===== src/rtl/lpt_pkg.sv =====
package lpt_pkg;

  typedef enum logic [2:0] {
    SQ_IDLE,
    SQ_SETUP,
    SQ_PULSE,
    SQ_RELEASE,
    SQ_HOLD
  } seq_state_t;

  // bit2 select-in, bit1 autofeed, bit0 init (asserted = 1)
  typedef struct packed {
    logic sel_in;
    logic auto_fd;
    logic init;
  } ctl_bits_t;

  localparam logic DIR_FORWARD = 1'b0;

  function automatic int phase_cycles(input int ticks, input int div);
    return ticks * div;
  endfunction

  function automatic int max3(input int a, input int b, input int c);
    int m;
    m = (a > b) ? a : b;
    return (m > c) ? m : c;
  endfunction

  function automatic logic [15:0] sat_inc16(input logic [15:0] v);
    return (v == 16'hFFFF) ? v : v + 16'd1;
  endfunction

endpackage


===== src/rtl/lpt_fifo.sv =====
module lpt_fifo #(
  parameter int WIDTH = 8,
  parameter int DEPTH = 16,
  localparam int AW = $clog2(DEPTH),
  localparam int CW = AW + 1
) (
  input  logic             clk,
  input  logic             rst,
  input  logic             wr_en,
  input  logic [WIDTH-1:0] wr_data,
  input  logic             rd_en,
  output logic [WIDTH-1:0] head,
  output logic             full_o,
  output logic             empty_o
);

  logic [WIDTH-1:0] mem [DEPTH];
  logic [AW-1:0]    wr_ptr_q, rd_ptr_q;
  logic [CW-1:0]    count_q;
  logic             push_ok, pop_ok;

  assign full_o  = (count_q == CW'(DEPTH));
  assign empty_o = (count_q == '0);
  assign push_ok = wr_en && !full_o;
  assign pop_ok  = rd_en && !empty_o;
  assign head    = mem[rd_ptr_q];

  function automatic logic [AW-1:0] ptr_next(input logic [AW-1:0] p);
    return (p == AW'(DEPTH - 1)) ? '0 : p + 1'b1;
  endfunction

  always_ff @(posedge clk) begin
    if (push_ok) mem[wr_ptr_q] <= wr_data;
  end

  always_ff @(posedge clk) begin
    if (rst) begin
      wr_ptr_q <= '0;
      rd_ptr_q <= '0;
      count_q  <= '0;
    end else begin
      if (push_ok) wr_ptr_q <= ptr_next(wr_ptr_q);
      if (pop_ok)  rd_ptr_q <= ptr_next(rd_ptr_q);
      case ({push_ok, pop_ok})
        2'b10:   count_q <= count_q + 1'b1;
        2'b01:   count_q <= count_q - 1'b1;
        default: count_q <= count_q;
      endcase
    end
  end


  no_overflow_chk: assert property (@(posedge clk) disable iff (rst)
    (full_o && wr_en && !rd_en) |=> (full_o && $stable(count_q)));


  level_bound_chk: assert property (@(posedge clk) disable iff (rst)
    count_q <= CW'(DEPTH));

endmodule


===== src/rtl/lpt_phase_timer.sv =====
module lpt_phase_timer #(
  parameter int TICK_DIV  = 4,
  parameter int MAX_TICKS = 24,
  localparam int TW = $clog2(MAX_TICKS + 1),
  localparam int PW = (TICK_DIV > 1) ? $clog2(TICK_DIV) : 1
) (
  input  logic          clk,
  input  logic          rst,
  input  logic          load,
  input  logic [TW-1:0] load_ticks,
  output logic          done
);

  logic [TW-1:0] tk_q;
  logic          tick_w;

  generate
    if (TICK_DIV == 1) begin : g_nodiv
      assign tick_w = 1'b1;
    end else begin : g_div
      logic [PW-1:0] presc_q;
      always_ff @(posedge clk) begin
        if (rst || load)
          presc_q <= '0;
        else if (tk_q != '0)
          presc_q <= (presc_q == PW'(TICK_DIV - 1)) ? '0 : presc_q + 1'b1;
      end
      assign tick_w = (presc_q == PW'(TICK_DIV - 1));
    end
  endgenerate

  always_ff @(posedge clk) begin
    if (rst)                      tk_q <= '0;
    else if (load)                tk_q <= load_ticks;
    else if (tk_q != '0 && tick_w) tk_q <= tk_q - 1'b1;
  end

  // the phase ends on the clock that consumes its last tick
  assign done = (tk_q == '0) || (tk_q == TW'(1) && tick_w);

endmodule


===== src/rtl/lpt_hs_seq.sv =====
module lpt_hs_seq
  import lpt_pkg::*;
#(
  parameter int TICK_DIV    = 4,
  parameter int SETUP_TICKS = 24,
  parameter int PULSE_TICKS = 24,
  parameter int HOLD_TICKS  = 12,
  localparam int MAXT = max3(SETUP_TICKS, PULSE_TICKS, HOLD_TICKS),
  localparam int TW   = $clog2(MAXT + 1),
  localparam int SETUP_CYC = phase_cycles(SETUP_TICKS, TICK_DIV),
  localparam int PULSE_CYC = phase_cycles(PULSE_TICKS, TICK_DIV),
  localparam int HOLD_CYC  = phase_cycles(HOLD_TICKS, TICK_DIV)
) (
  input  logic       clk,
  input  logic       rst,
  input  logic       busy_i,
  input  logic       fifo_empty,
  input  logic [7:0] fifo_head,
  output logic       fifo_pop,
  output logic [7:0] pd_o,
  output logic       strobe_n,
  output logic       in_pulse,
  output logic       seq_idle
);

  seq_state_t    state_q, state_d;
  logic [7:0]    data_q;
  logic          busy_seen_q;
  logic          tmr_load, tmr_done;
  logic [TW-1:0] tmr_ticks;

  // named events for the checks below
  logic ev_present, ev_strobe_fall, ev_strobe_rise, ev_busy_release;

  lpt_phase_timer #(.TICK_DIV(TICK_DIV), .MAX_TICKS(MAXT)) u_tmr (
    .clk(clk), .rst(rst), .load(tmr_load), .load_ticks(tmr_ticks), .done(tmr_done)
  );

  always_comb begin
    state_d   = state_q;
    fifo_pop  = 1'b0;
    tmr_load  = 1'b0;
    tmr_ticks = '0;
    unique case (state_q)
      SQ_IDLE: if (!fifo_empty && !busy_i) begin
        fifo_pop  = 1'b1;
        tmr_load  = 1'b1;
        tmr_ticks = TW'(SETUP_TICKS);
        state_d   = SQ_SETUP;
      end
      SQ_SETUP: if (tmr_done) begin
        tmr_load  = 1'b1;
        tmr_ticks = TW'(PULSE_TICKS);
        state_d   = SQ_PULSE;
      end
      SQ_PULSE: if (tmr_done && (busy_seen_q || busy_i)) state_d = SQ_RELEASE;
      SQ_RELEASE: if (!busy_i) begin
        tmr_load  = 1'b1;
        tmr_ticks = TW'(HOLD_TICKS);
        state_d   = SQ_HOLD;
      end
      SQ_HOLD: if (tmr_done) state_d = SQ_IDLE;
      default: state_d = SQ_IDLE;
    endcase
  end

  always_ff @(posedge clk) begin
    if (rst) begin
      state_q     <= SQ_IDLE;
      data_q      <= '0;
      busy_seen_q <= 1'b0;
    end else begin
      state_q <= state_d;
      if (fifo_pop) data_q <= fifo_head;
      if (state_q != SQ_PULSE) busy_seen_q <= 1'b0;
      else if (busy_i)         busy_seen_q <= 1'b1;
    end
  end

  assign pd_o     = data_q;
  assign strobe_n = (state_q != SQ_PULSE);
  assign in_pulse = (state_q == SQ_PULSE);
  assign seq_idle = (state_q == SQ_IDLE);

  assign ev_present      = fifo_pop;
  assign ev_strobe_fall  = (state_q == SQ_SETUP) && tmr_done;
  assign ev_strobe_rise  = (state_q == SQ_PULSE) && (state_d == SQ_RELEASE);
  assign ev_busy_release = (state_q == SQ_RELEASE) && !busy_i;

  // independent age counters used only by the checks
  logic [15:0] setup_age_q, low_age_q, quiet_age_q;

  always_ff @(posedge clk) begin
    if (rst) begin
      setup_age_q <= '0;
      low_age_q   <= '0;
      quiet_age_q <= 16'hFFFF;
    end else begin
      setup_age_q <= ev_present ? '0 : sat_inc16(setup_age_q);
      low_age_q   <= (state_q == SQ_PULSE) ? sat_inc16(low_age_q) : '0;
      quiet_age_q <= (busy_i && state_q != SQ_IDLE) ? '0 : sat_inc16(quiet_age_q);
    end
  end


  setup_window_chk: assert property (@(posedge clk) disable iff (rst)
    ev_strobe_fall |-> (setup_age_q >= 16'(SETUP_CYC - 1)));


  pulse_min_chk: assert property (@(posedge clk) disable iff (rst)
    ev_strobe_rise |-> (low_age_q >= 16'(PULSE_CYC - 1)));


  busy_hold_chk: assert property (@(posedge clk) disable iff (rst)
    busy_i |=> $stable(pd_o));


  hold_gap_chk: assert property (@(posedge clk) disable iff (rst)
    ev_present |-> (quiet_age_q >= 16'(HOLD_CYC)));


  release_order_chk: assert property (@(posedge clk) disable iff (rst)
    ev_busy_release |=> strobe_n);

endmodule


===== src/rtl/lpt_fwd_engine.sv =====
module lpt_fwd_engine
  import lpt_pkg::*;
#(
  parameter int DEPTH       = 16,
  parameter int TICK_DIV    = 4,
  parameter int SETUP_TICKS = 24,
  parameter int PULSE_TICKS = 24,
  parameter int HOLD_TICKS  = 12
) (
  input  logic       clk,
  input  logic       rst,
  input  logic       wr_en,
  input  logic [7:0] wr_data,
  input  logic       ctl_wr,
  input  logic [2:0] ctl_data,
  input  logic       busy_i,
  output logic [7:0] pd_o,
  output logic       strobe_n,
  output logic       init_n,
  output logic       autofd_n,
  output logic       selin_n,
  output logic       dir_o,
  output logic       fifo_full,
  output logic       fifo_empty
);

  logic       q_pop, q_full, q_empty, in_pulse, seq_idle;
  logic [7:0] q_head;
  ctl_bits_t  ctl_pend_q, ctl_q;

  lpt_fifo #(.WIDTH(8), .DEPTH(DEPTH)) u_fifo (
    .clk(clk), .rst(rst), .wr_en(wr_en), .wr_data(wr_data),
    .rd_en(q_pop), .head(q_head), .full_o(q_full), .empty_o(q_empty)
  );

  lpt_hs_seq #(
    .TICK_DIV(TICK_DIV), .SETUP_TICKS(SETUP_TICKS),
    .PULSE_TICKS(PULSE_TICKS), .HOLD_TICKS(HOLD_TICKS)
  ) u_seq (
    .clk(clk), .rst(rst), .busy_i(busy_i), .fifo_empty(q_empty),
    .fifo_head(q_head), .fifo_pop(q_pop), .pd_o(pd_o), .strobe_n(strobe_n),
    .in_pulse(in_pulse), .seq_idle(seq_idle)
  );

  // control word: staged, applied only outside the strobe pulse
  always_ff @(posedge clk) begin
    if (rst) begin
      ctl_pend_q <= '0;
      ctl_q      <= '0;
    end else begin
      if (ctl_wr) ctl_pend_q <= ctl_bits_t'(ctl_data);
      if (!in_pulse) ctl_q <= ctl_wr ? ctl_bits_t'(ctl_data) : ctl_pend_q;
    end
  end

  assign init_n     = ~ctl_q.init;
  assign autofd_n   = ~ctl_q.auto_fd;
  assign selin_n    = ~ctl_q.sel_in;
  assign dir_o      = DIR_FORWARD;
  assign fifo_full  = q_full;
  assign fifo_empty = q_empty;


  ctl_stable_chk: assert property (@(posedge clk) disable iff (rst)
    !strobe_n |=> $stable({init_n, autofd_n, selin_n}));


  idle_rest_chk: assert property (@(posedge clk) disable iff (rst)
    (seq_idle && fifo_empty) |=> (strobe_n && $stable(pd_o)));

endmodule


===== config.mk =====
export PLATFORM = sky130hd
export DESIGN_NAME = lpt_fwd_engine
export DESIGN_NICKNAME = d
export VERILOG_FILES = /design/src/rtl/lpt_pkg.sv /design/src/rtl/lpt_fifo.sv /design/src/rtl/lpt_phase_timer.sv /design/src/rtl/lpt_hs_seq.sv /design/src/rtl/lpt_fwd_engine.sv
export SDC_FILE = /design/constraint.sdc
export NUM_CORES = 1
export LEC_CHECK = 0
export BUFFER_PORTS_ARGS = -buffer_cell sky130_fd_sc_hd__buf_2
export CAP_MARGIN = 30
export CORE_UTILIZATION = 45
export CTS_CLUSTER_SIZE = 28
export DETAILED_ROUTE_END_ITERATION = 6
export PLACE_DENSITY_LB_ADDON = 0.15
export SETUP_SLACK_MARGIN = 0.5
export SYNTH_ARGS = -nofsm -noshare
export SYNTH_HDL_FRONTEND = slang
export SYNTH_SLANG_ARGS = --single-unit

===== constraint.sdc =====
create_clock -name clk -period 3.1 [get_ports clk]
set_clock_uncertainty 0.05 [all_clocks]
set_input_delay 0.62 -clock clk [delete_from_list [all_inputs] [get_ports clk]]
set_output_delay 0.62 -clock clk [all_outputs]
set_load 0.02 [all_outputs]

Yosys cells after proc, flatten, opt, wreduce, memory -nomap -nowiden

Memories as Yosys holds them, arrays and structs flattened. A register that Yosys moved wholly into a read port is not among the register bits.
Cells that the tools add are included.
Widths: inputs -> output; s select.

Input bits: 16
Bits in writable memories: 128
Logic and storage cells: 84
Register bits: 30
Memories: 1

Reduce and logical (&&, ||, !) cells: 20
Add/subtract/negate cells: 6
Bitwise logic cells: 3
Mux-type cells: 24
Equality and inequality tests: 17

Memory list:

| memory     | depth | width | read ports | clocked after memory_dff | wr ports | RTL line       | RTL |
|---|---|---|---|---|---|---|---|
| u_fifo.mem | 16    | 8     | 1          | 1                        | 1        | lpt_fifo.sv:17 | `logic [WIDTH-1:0] mem [DEPTH];` |

Operators by type and width:

| kind                | number |
|---|---|
| $mux 5              | 4 |
| $mux 3              | 6 |
| $pmux 3 s5          | 1 |
| $pmux 5 s3          | 1 |
| $mux 4              | 3 |
| $logic_not 5->1     | 2 |
| $pmux 5 s2          | 1 |
| $sub 5x1->5 const B | 2 |
| $add 4x1->4 const B | 2 |
| $eq 4x4->1 const B  | 2 |
| $ne 2x1->1 const B  | 4 |
| $eq 3x2->1 const B  | 2 |
| $logic_and 1x1->1   | 6 |
| $mux 1              | 6 |
| $add 5x1->5 const B | 1 |
| $eq 5x1->1 const B  | 1 |
| $eq 5x5->1 const B  | 1 |
| $reduce_and 5->1    | 1 |
| $reduce_bool 5->1   | 1 |
| $eq 2x2->1 const B  | 2 |
| $reduce_bool 2->1   | 2 |
| $eq 3x1->1 const B  | 1 |
| $eq 3x3->1 const B  | 1 |
| $logic_not 1->1     | 3 |
| other kinds (10)    | 14 |

Depth between registers and ports, before layout

Gate-level depths: netlist of run 1.

Word-level depth: 8
Mapped depth: 11
Gate-level depth less buffers: 9

Hierarchy

A second synthesis of run 1 with hierarchy kept.

Cells, all modules: 443
Area, all modules: 7130.6 um2

By module, submodules not included:

| module          | area an instance (um2) | seq. area each (um2) | times used | cells each |
|---|---|---|---|---|
| lpt_fifo        | 5855.6                 | 4184.0               | 1          | 296 |
| lpt_hs_seq      | 614.3                  | 240.2                | 1          | 75 |
| lpt_phase_timer | 431.7                  | 140.1                | 1          | 48 |
| lpt_fwd_engine  | 229.0                  | 120.1                | 1          | 24 |

Worst setup path before layout of run 1

Ideal clock, no wire load.

Kind: register to register
From: register u_fifo.count_q[0]
To: register u_fifo.count_q[4]
Stages on the path, launching flop included: 12
Arrival: 2.933 ns
Setup time: 0.121 ns
Required time: 2.929 ns
Slack: -0.004 ns
Path buffers: 2
Cell sequence: dfxtp_1 -> or4_1 -> buf_4 -> o21ai_4 -> buf_6 -> inv_1 -> ha_1 -> fa_1 -> a21o_1 -> a21oi_1 -> mux2i_1 -> mux2_2

Longest elaborated chain between the ends: 8
Elaborated cells between the ends (all ways): 15
Classes of those cells: 2 x add/sub; 3 x eq/ne; 3 x mux; 7 x reduce/logical

Ends and longest elaborated chain:

| element                                         | RTL line                         | RTL |
|---|---|---|
| from (decl)                                     | lpt_fifo.sv:19                   | `logic [CW-1:0] count_q;` |
| from (signal assigned)                          | lpt_fifo.sv:45                   | `2'b10: count_q <= count_q + 1'b1;` |
| from (signal assigned)                          | lpt_fifo.sv:46                   | `2'b01: count_q <= count_q - 1'b1;` |
| from (signal assigned)                          | lpt_fifo.sv:47                   | `default: count_q <= count_q;` |
| $logic_not 5->1 (*)                             | lpt_fifo.sv:23                   | `assign empty_o = (count_q == '0);` |
| $logic_not 1->1 (*)                             | lpt_fifo.sv:25, lpt_hs_seq.sv:45 |  |
| $logic_and 1x1->1                               | lpt_hs_seq.sv:45                 | `SQ_IDLE: if (!fifo_empty && !busy_i) begin` |
| $mux 1                                          | lpt_hs_seq.sv:45                 |  |
| $mux 1                                          | lpt_hs_seq.sv:44                 | `unique case (state_q)` |
| $logic_and 1x1->1 (*)                           | lpt_fifo.sv:25                   | `assign pop_ok = rd_en && !empty_o;` |
| net u_fifo.pop_ok                               | lpt_fifo.sv:20                   | `logic push_ok, pop_ok;` |
| $eq 2x1->1 or $eq 2x2->1 (tied branches)        | lpt_fifo.sv:44                   | `case ({push_ok, pop_ok})` |
| $pmux 5 s2 or $reduce_bool 2->1 (tied branches) | n/a                              |  |

Mark *: on every way through the listed nets, which the timed path passes. The rest lies on a longest branch.
A chain may end at the register's enable or synchronous reset.

Worst setup path after layout of run 1

From: register u_fifo.count_q[3]
To: register u_fifo.count_q[4]

The elaborated chain is that of the path after synthesis.

==> flow_metrics.env, run 1 <==
export IMPL_status="complete, but fails checks"
export IMPL_failed_checks="DRC"
export IMPL_min_period_ns=2.66
export IMPL_end_kind="flop"
export IMPL_clockBufferDepth=2
export IMPL_hp_class="reg2reg"
export IMPL_track_usage_pct=18.5
export IMPL_synth_async_sr_flop_share_pct=0
export IMPL_ys_warnings_count=0
export IMPL_port_buffers=29
export IMPL_path_class="reg2reg"
export IMPL_avgSynthCellArea_um2=16.5
export IMPL_peakVddDrop_v=0.000374
export IMPL_wl_mm=13.4
export IMPL_synth_main_ff_cell="edfxtp_1"
export IMPL_syn_num_nets=448
export IMPL_path_max_fanout=4
export IMPL_fin_total_pwr_uw=6370
export IMPL_vias_per_cell=5.48
export IMPL_met2_length_mm=6.34
export IMPL_hold_viol=0
export IMPL_first_pass_iters=7
export IMPL_drt_met1_wl_mm=6.38
export IMPL_first_global_vias=3811
export IMPL_place_congestion=0.796
export IMPL_routed_via_count=3651
export IMPL_finish_instance_area_um2=8000
export IMPL_die_y_um=126
export IMPL_cp_slowest_stage_delay_ns=0.57
export IMPL_finalSetupViolations=0
export IMPL_placed_cell_area_um2=7340
export IMPL_num_antenna_cells=0
export IMPL_cp_num_buf_inv=1
export IMPL_switching_share_pct=29.0
export IMPL_root_buffer="clkbuf_16"
export IMPL_wl_met3_um=644
export IMPL_syn_inst=418
export IMPL_crit_slowest_cell="or4_4"
export IMPL_overflow=0
export IMPL_place_hpwl_mm=8.52
export IMPL_power_frac_clock_pct=33.8
export IMPL_worstSkewPairLatency_ns=0.42
export IMPL_cts_tree="built"
export IMPL_clkTransAtPathRegs_ns=0.06
export IMPL_drive_gt1_share_pct=30.9
export IMPL_cts_sinks=166
export IMPL_p_sw_uw=1850
export IMPL_area_growth_pct=16.2
export IMPL_crit_arrival_ns=2.92
export IMPL_synth_cell_types=53
export IMPL_wl_per_cell_um=20.1
export IMPL_path_cells="or4_4, o21ai_4, inv_2, ha_4, fa_2, a21o_1, a21oi_2, mux2i_1, mux2_2"
export IMPL_die_width_um=126
export IMPL_cts_buffers_inserted=17
export IMPL_rsz0062_at_grt="true"
export IMPL_final_nets=499
export IMPL_antenna_left=0
export IMPL_powerDensity_nw_per_um2=797
export IMPL_leakage_uw=0.00272
export IMPL_drtIter0Drc=372
export IMPL_antenna_found_initial=0
export IMPL_grt_max_degree=36
export IMPL_htreeDepth=4
export IMPL_power_frac_comb_pct=23.0
export IMPL_relSlewSlack_pct=38.5
export IMPL_clock_fmax_mhz=376
export IMPL_drv_slew=0
export IMPL_crit_family="simple AND/OR/NAND/NOR gates"
export IMPL_die_area_um2=15800
export IMPL_drc_errors=6
export IMPL_synth_seq_cells=166
export IMPL_start_util_pct=46.8
export IMPL_fp_row_count=44
export IMPL_maxCapViolCount=0
export IMPL_synth_edf_count=128
export IMPL_power_internal_uw=4520
export IMPL_cts_hold_buf=0
export IMPL_required_ns=3.36
export IMPL_core_area_um2=14700
export IMPL_tightest_slew_ns=0.921
export IMPL_seq_area_frac_synth_pct=66.9
export IMPL_fin_tns_setup_ns=0
export IMPL_seqPwrFrac_pct=43.2
export IMPL_synth_area_um2=6880
export IMPL_highest_signal_layer="met4"
export IMPL_ioPinCount=31
export IMPL_cp_start_kind="flop"
export IMPL_timing_final_crit_share_pct=85.8
export IMPL_grt_pass1_wl_mm=21.3
worst reg2reg max path: stages (launching register included):
cell	delay, ns
dfxtp_1	0.33
or4_4	0.57
o21ai_4	0.15
inv_2	0.06
ha_4	0.18
fa_2	0.34
a21o_1	0.18
a21oi_2	0.14
mux2i_1	0.21
mux2_2	0.34
synthesized netlist by cell type (all sizes together), types with 9 or more instances:
master | count | area [µm²]
nor2 | 37 | 139
clkbuf | 13 | 48.8
buf | 14 | 83.8
dfxtp | 38 | 761
nand3 | 12 | 60.1
a21oi | 11 | 55.1
ha | 13 | 163
edfxtp | 128 | 3840
mux2i | 27 | 270
inv | 13 | 48.8
nand2 | 9 | 33.8
mux4 | 32 | 721
metrics by stage:
| stage | utilization, % | std cells | hold slack (ns) | setup slack (ns) |
|---|---|---|---|---|
| CTS | 54.3 | 666 | 0.442 | 0.433 |
| global placement | 50.0 | 631 | 0.416 | 0.282 |
| detailed placement | 50.0 | 631 | 0.426 | 0.245 |
| floorplan | - | 418 | 0.391 | 0.198 |
| finish | 54.4 | 666 | 0.438 | 0.440 |
| global route | 54.4 | 666 | 0.453 | 0.343 |
sequential cells by signal, indices dropped and copies added, names as in the netlist:
register,flops
u_fifo.wr_ptr_q,4
ctl_pend_q,3
ctl_q,3
u_fifo.mem,128
u_fifo.count_q,5
u_seq.u_tmr.tk_q,5
u_fifo.rd_ptr_q,4
u_seq.busy_seen_q,1
u_seq.state_q,3
u_seq.u_tmr.g_div.presc_q,2
u_seq.pd_o,8
worst paths after layout:
| kind | startpoint | end | slack, ns | cells past startpoint |
|---|---|---|---|---|
| setup / recovery | u_fifo.count_q[3] | u_fifo.count_q[4] | 0.44 | 9 |
| hold / removal | ctl_q[0] | ctl_q[0] | 0.44 | 1 |
| setup reg to reg | u_fifo.count_q[3] | u_fifo.count_q[4] | 0.44 | 9 |
| hold reg to reg | ctl_q[0] | ctl_q[0] | 0.44 | 1 |
layout make-up:
type                       count  area, µm²
fill                        1151       6700
inverter                      13       48.8
timing repair buffer          59        375
clock inverter                14        175
multi-input combinational    212       2130
sequential                   166       4610
tap                          184        230
clock buffer                  18        429
kinds of logic (layout without fill, tap and decap cells):
family          count (synthesis)  count (layout)  share of synthesized area (%)
other cells                     1               1                         0.0545
fa+ha+maj                      14              14                           2.66
flops                         166             166                           66.9
xor+xnor                        7               7                          0.891
compound gates                 51              51                           6.60
simple gates                   79              79                           5.64
buf+inv                        40             104                           2.64
mux                            60              60                           14.6
layer usage:
metal	global-route usage, %	up-vias
met5	0	-
met4	6.46	0
met3	4.08	2
met2	29.3	84
met1	25.2	1824
li1	-	1741
repair_timing:
action / CTS / global route
setup buffers: 3 / 0
cloned: 0 / 0
pin swaps: 4 / 1
gates resized for setup: 2 / 3
setup endpoints to repair: 1 / 3
power groups by stage:
stage                     clock network, µW  registers [µW]  logic, µW
after detailed placement                  0            2800       1400
after CTS                              2180            2760       1460
after floorplan                           0            2740       1070
after global routing                   2280            2780       1600
after global placement                    0            2790       1360
final                                  2150            2750       1460
cells in the final DEF (no fill, tap or decap), drive strengths merged, types with 6 or more instances in the layout:
cell,count
edfxtp,128
buf,59
dfxtp,38
nor2,37
mux4,32
mux2i,27
clkbuf,18
inv,17
ha,13
nand3,12
a21oi,11
nand2,9
o221ai,8
nor3,6
Note: power is estimated with default switching activity, not from simulation.
==> inputs of run 2 (changes only) <==
- CORE_MARGIN: default -> 2
- RECOVER_POWER: default -> 50
==> run 2 against run 1 <==
Compared with the run above: design area is 0.53% lower; critical endpoint is now u_seq.pd_o[2]; the run now ends clean; clock power is 2% higher; cell count is 0.45% higher; hold slack worse by 0.015 ns; core utilization is 1.7 points lower; global-route usage is 0.29 points lower; clock-buffer cell count stayed put.
==> flow_metrics.env, run 2 (same netlist as run 1, synthesis figures left out) <==
export IMPL_status="finished, final reports clean"
export IMPL_die_area_um2=16300
export IMPL_power_frac_clock_pct=34.6
export IMPL_final_cell_mix="128 x edfxtp_1, 37 x nor2_1, 37 x dfxtp_1"
export IMPL_crit_slowest_cell="or4_1"
export IMPL_ioPinCount=31
export IMPL_tightest_slew_ns=1.23
export IMPL_cts_sinks=166
export IMPL_seqPwrFrac_pct=42.6
export IMPL_cp_num_buf_inv=2
export IMPL_cp_start_kind="flop"
export IMPL_finalSetupViolations=0
export IMPL_switching_share_pct=29.5
export IMPL_clockBufferDepth=2
export IMPL_hold_viol=0
export IMPL_crit_start="u_fifo.count_q[1]"
export IMPL_powerDensity_nw_per_um2=797
export IMPL_timing_final_crit_share_pct=90.0
export IMPL_drive_gt1_share_pct=25.2
export IMPL_place_hpwl_mm=8.42
export IMPL_rsz0062_at_grt="true"
export IMPL_grt_max_degree=36
export IMPL_clock_fmax_mhz=358
export IMPL_core_area_um2=15100
export IMPL_num_antenna_cells=0
export IMPL_finish_instance_area_um2=7950
export IMPL_grt_busiest_layer="met2"
export IMPL_final_common_cell="edfxtp_1"
export IMPL_overflow=0
export IMPL_die_width_um=128
export IMPL_largest_register_ffs=128
export IMPL_largest_register="u_fifo.mem"
export IMPL_fin_total_pwr_uw=6340
export IMPL_power_frac_comb_pct=22.9
export IMPL_min_from="u_seq.busy_seen_q"
export IMPL_wl_per_cell_um=20.4
export IMPL_maxCapViolCount=0
export IMPL_cts_buffers_inserted=17
export IMPL_path_class="reg2reg"
export IMPL_use_met3_pct=4.02
export IMPL_antenna_left=0
export IMPL_drc_errors=0
export IMPL_min_period_ns=2.79
export IMPL_fp_row_count=45
export IMPL_start_util_pct=45.6
export IMPL_peakVddDrop_v=0.000417
export IMPL_htreeDepth=4
export IMPL_drv_slew=0
export IMPL_fin_tns_setup_ns=0
export IMPL_place_congestion=0.790
export IMPL_p_sw_uw=1870
export IMPL_required_ns=3.33
export IMPL_end_kind="flop"
export IMPL_power_internal_uw=4470
export IMPL_cp_slowest_stage_delay_ns=0.64
export IMPL_path_max_fanout=15
export IMPL_first_pass_iters=4
export IMPL_fin_util_pct=52.7
export IMPL_use_met1_pct=24.9
export IMPL_first_global_vias=3841
export IMPL_vias_per_cell=5.57
export IMPL_die_y_um=128
export IMPL_cts_tree="built"
export IMPL_routed_via_count=3725
export IMPL_antenna_found_initial=0
export IMPL_area_growth_pct=15.6
export IMPL_wl_mm=13.6
export IMPL_root_buffer="clkbuf_16"
export IMPL_clkTransAtPathRegs_ns=0.06
export IMPL_drtIter0Drc=181
export IMPL_crit_family="simple AND/OR/NAND/NOR gates"
export IMPL_worstSkewPairLatency_ns=0.42
export IMPL_relSlewSlack_pct=17.8
export IMPL_track_usage_pct=18.2
export IMPL_hp_class="reg2reg"
export IMPL_met2_usage_pct=29.0
export IMPL_port_buffers=29
export IMPL_grt_pass1_wl_mm=21.6
export IMPL_leakage_uw=0.00264
export IMPL_reg2reg_from="u_fifo.count_q[1]"
export IMPL_path_cells="or4_1, o21ai_4, buf_4, clkbuf_1, or3_1, o221ai_2"
export IMPL_crit_arrival_ns=3.02
export IMPL_placed_cell_area_um2=7330
export IMPL_final_nets=498
==> run 2: worst reg2reg max path: stages, from the launching register on <==
cell	delay, ns
dfxtp_1	0.35
or4_1	0.64
o21ai_4	0.19
buf_4	0.12
clkbuf_1	0.56
or3_1	0.56
o221ai_2	0.18
==> run 2: power by group through the flow <==
| stage | logic [µW] | clock network [µW] | registers (µW) |
|---|---|---|---|
| 2_1_floorplan | 1070 | 0 | 2740 |
| 3_3_place_gp | 1390 | 0 | 2730 |
| 3_5_place_dp | 1420 | 0 | 2740 |
| 4_1_cts | 1520 | 2240 | 2700 |
| 5_1_grt | 1590 | 2320 | 2720 |
| 6_report | 1450 | 2190 | 2700 |
==> run 2: final cells by class <==
| type | count | area [µm²] |
|---|---|---|
| clock buffer | 18 | 429 |
| timing repair buffer | 58 | 327 |
| clock inverter | 14 | 193 |
| tap | 188 | 235 |
| inverter | 13 | 48.8 |
| multi-input combinational | 212 | 2110 |
| fill | 1249 | 7140 |
| sequential | 166 | 4610 |
==> run 2: final timing paths <==
path | endpoint | slack (ns) | depth (start not counted)
worst max-delay path | u_seq.pd_o[2] | 0.31 | 6
worst max register to register | u_seq.pd_o[2] | 0.31 | 6
worst min register to register | u_seq.busy_seen_q | 0.42 | 1
worst min-delay path | u_seq.busy_seen_q | 0.42 | 1
==> run 2: per-stage QoR <==
stage	setup WS, ns	hold WS, ns	cells
after global placement	0.239	0.403	632
after global routing	0.174	0.437	669
after floorplan	0.198	0.391	418
after CTS	0.428	0.422	669
final	0.310	0.423	669
after detailed placement	0.192	0.410	632
==> run 2: layer usage <==
| metal | vias to the layer above | wire length [µm] |
|---|---|---|
| li1 | 1734 | - |
| met1 | 1904 | 6310 |
| met2 | 71 | 6550 |
| met3 | 16 | 577 |
| met4 | 0 | 180 |
| met5 | - | 0 |
==> run 2: repair_timing <==
action                     4_1_cts  5_1_grt
hold buffers                     0        0
setup endpoints to repair        2        1
setup buffers                    5        0
pin swaps                        4        1
resized for setup                2        0
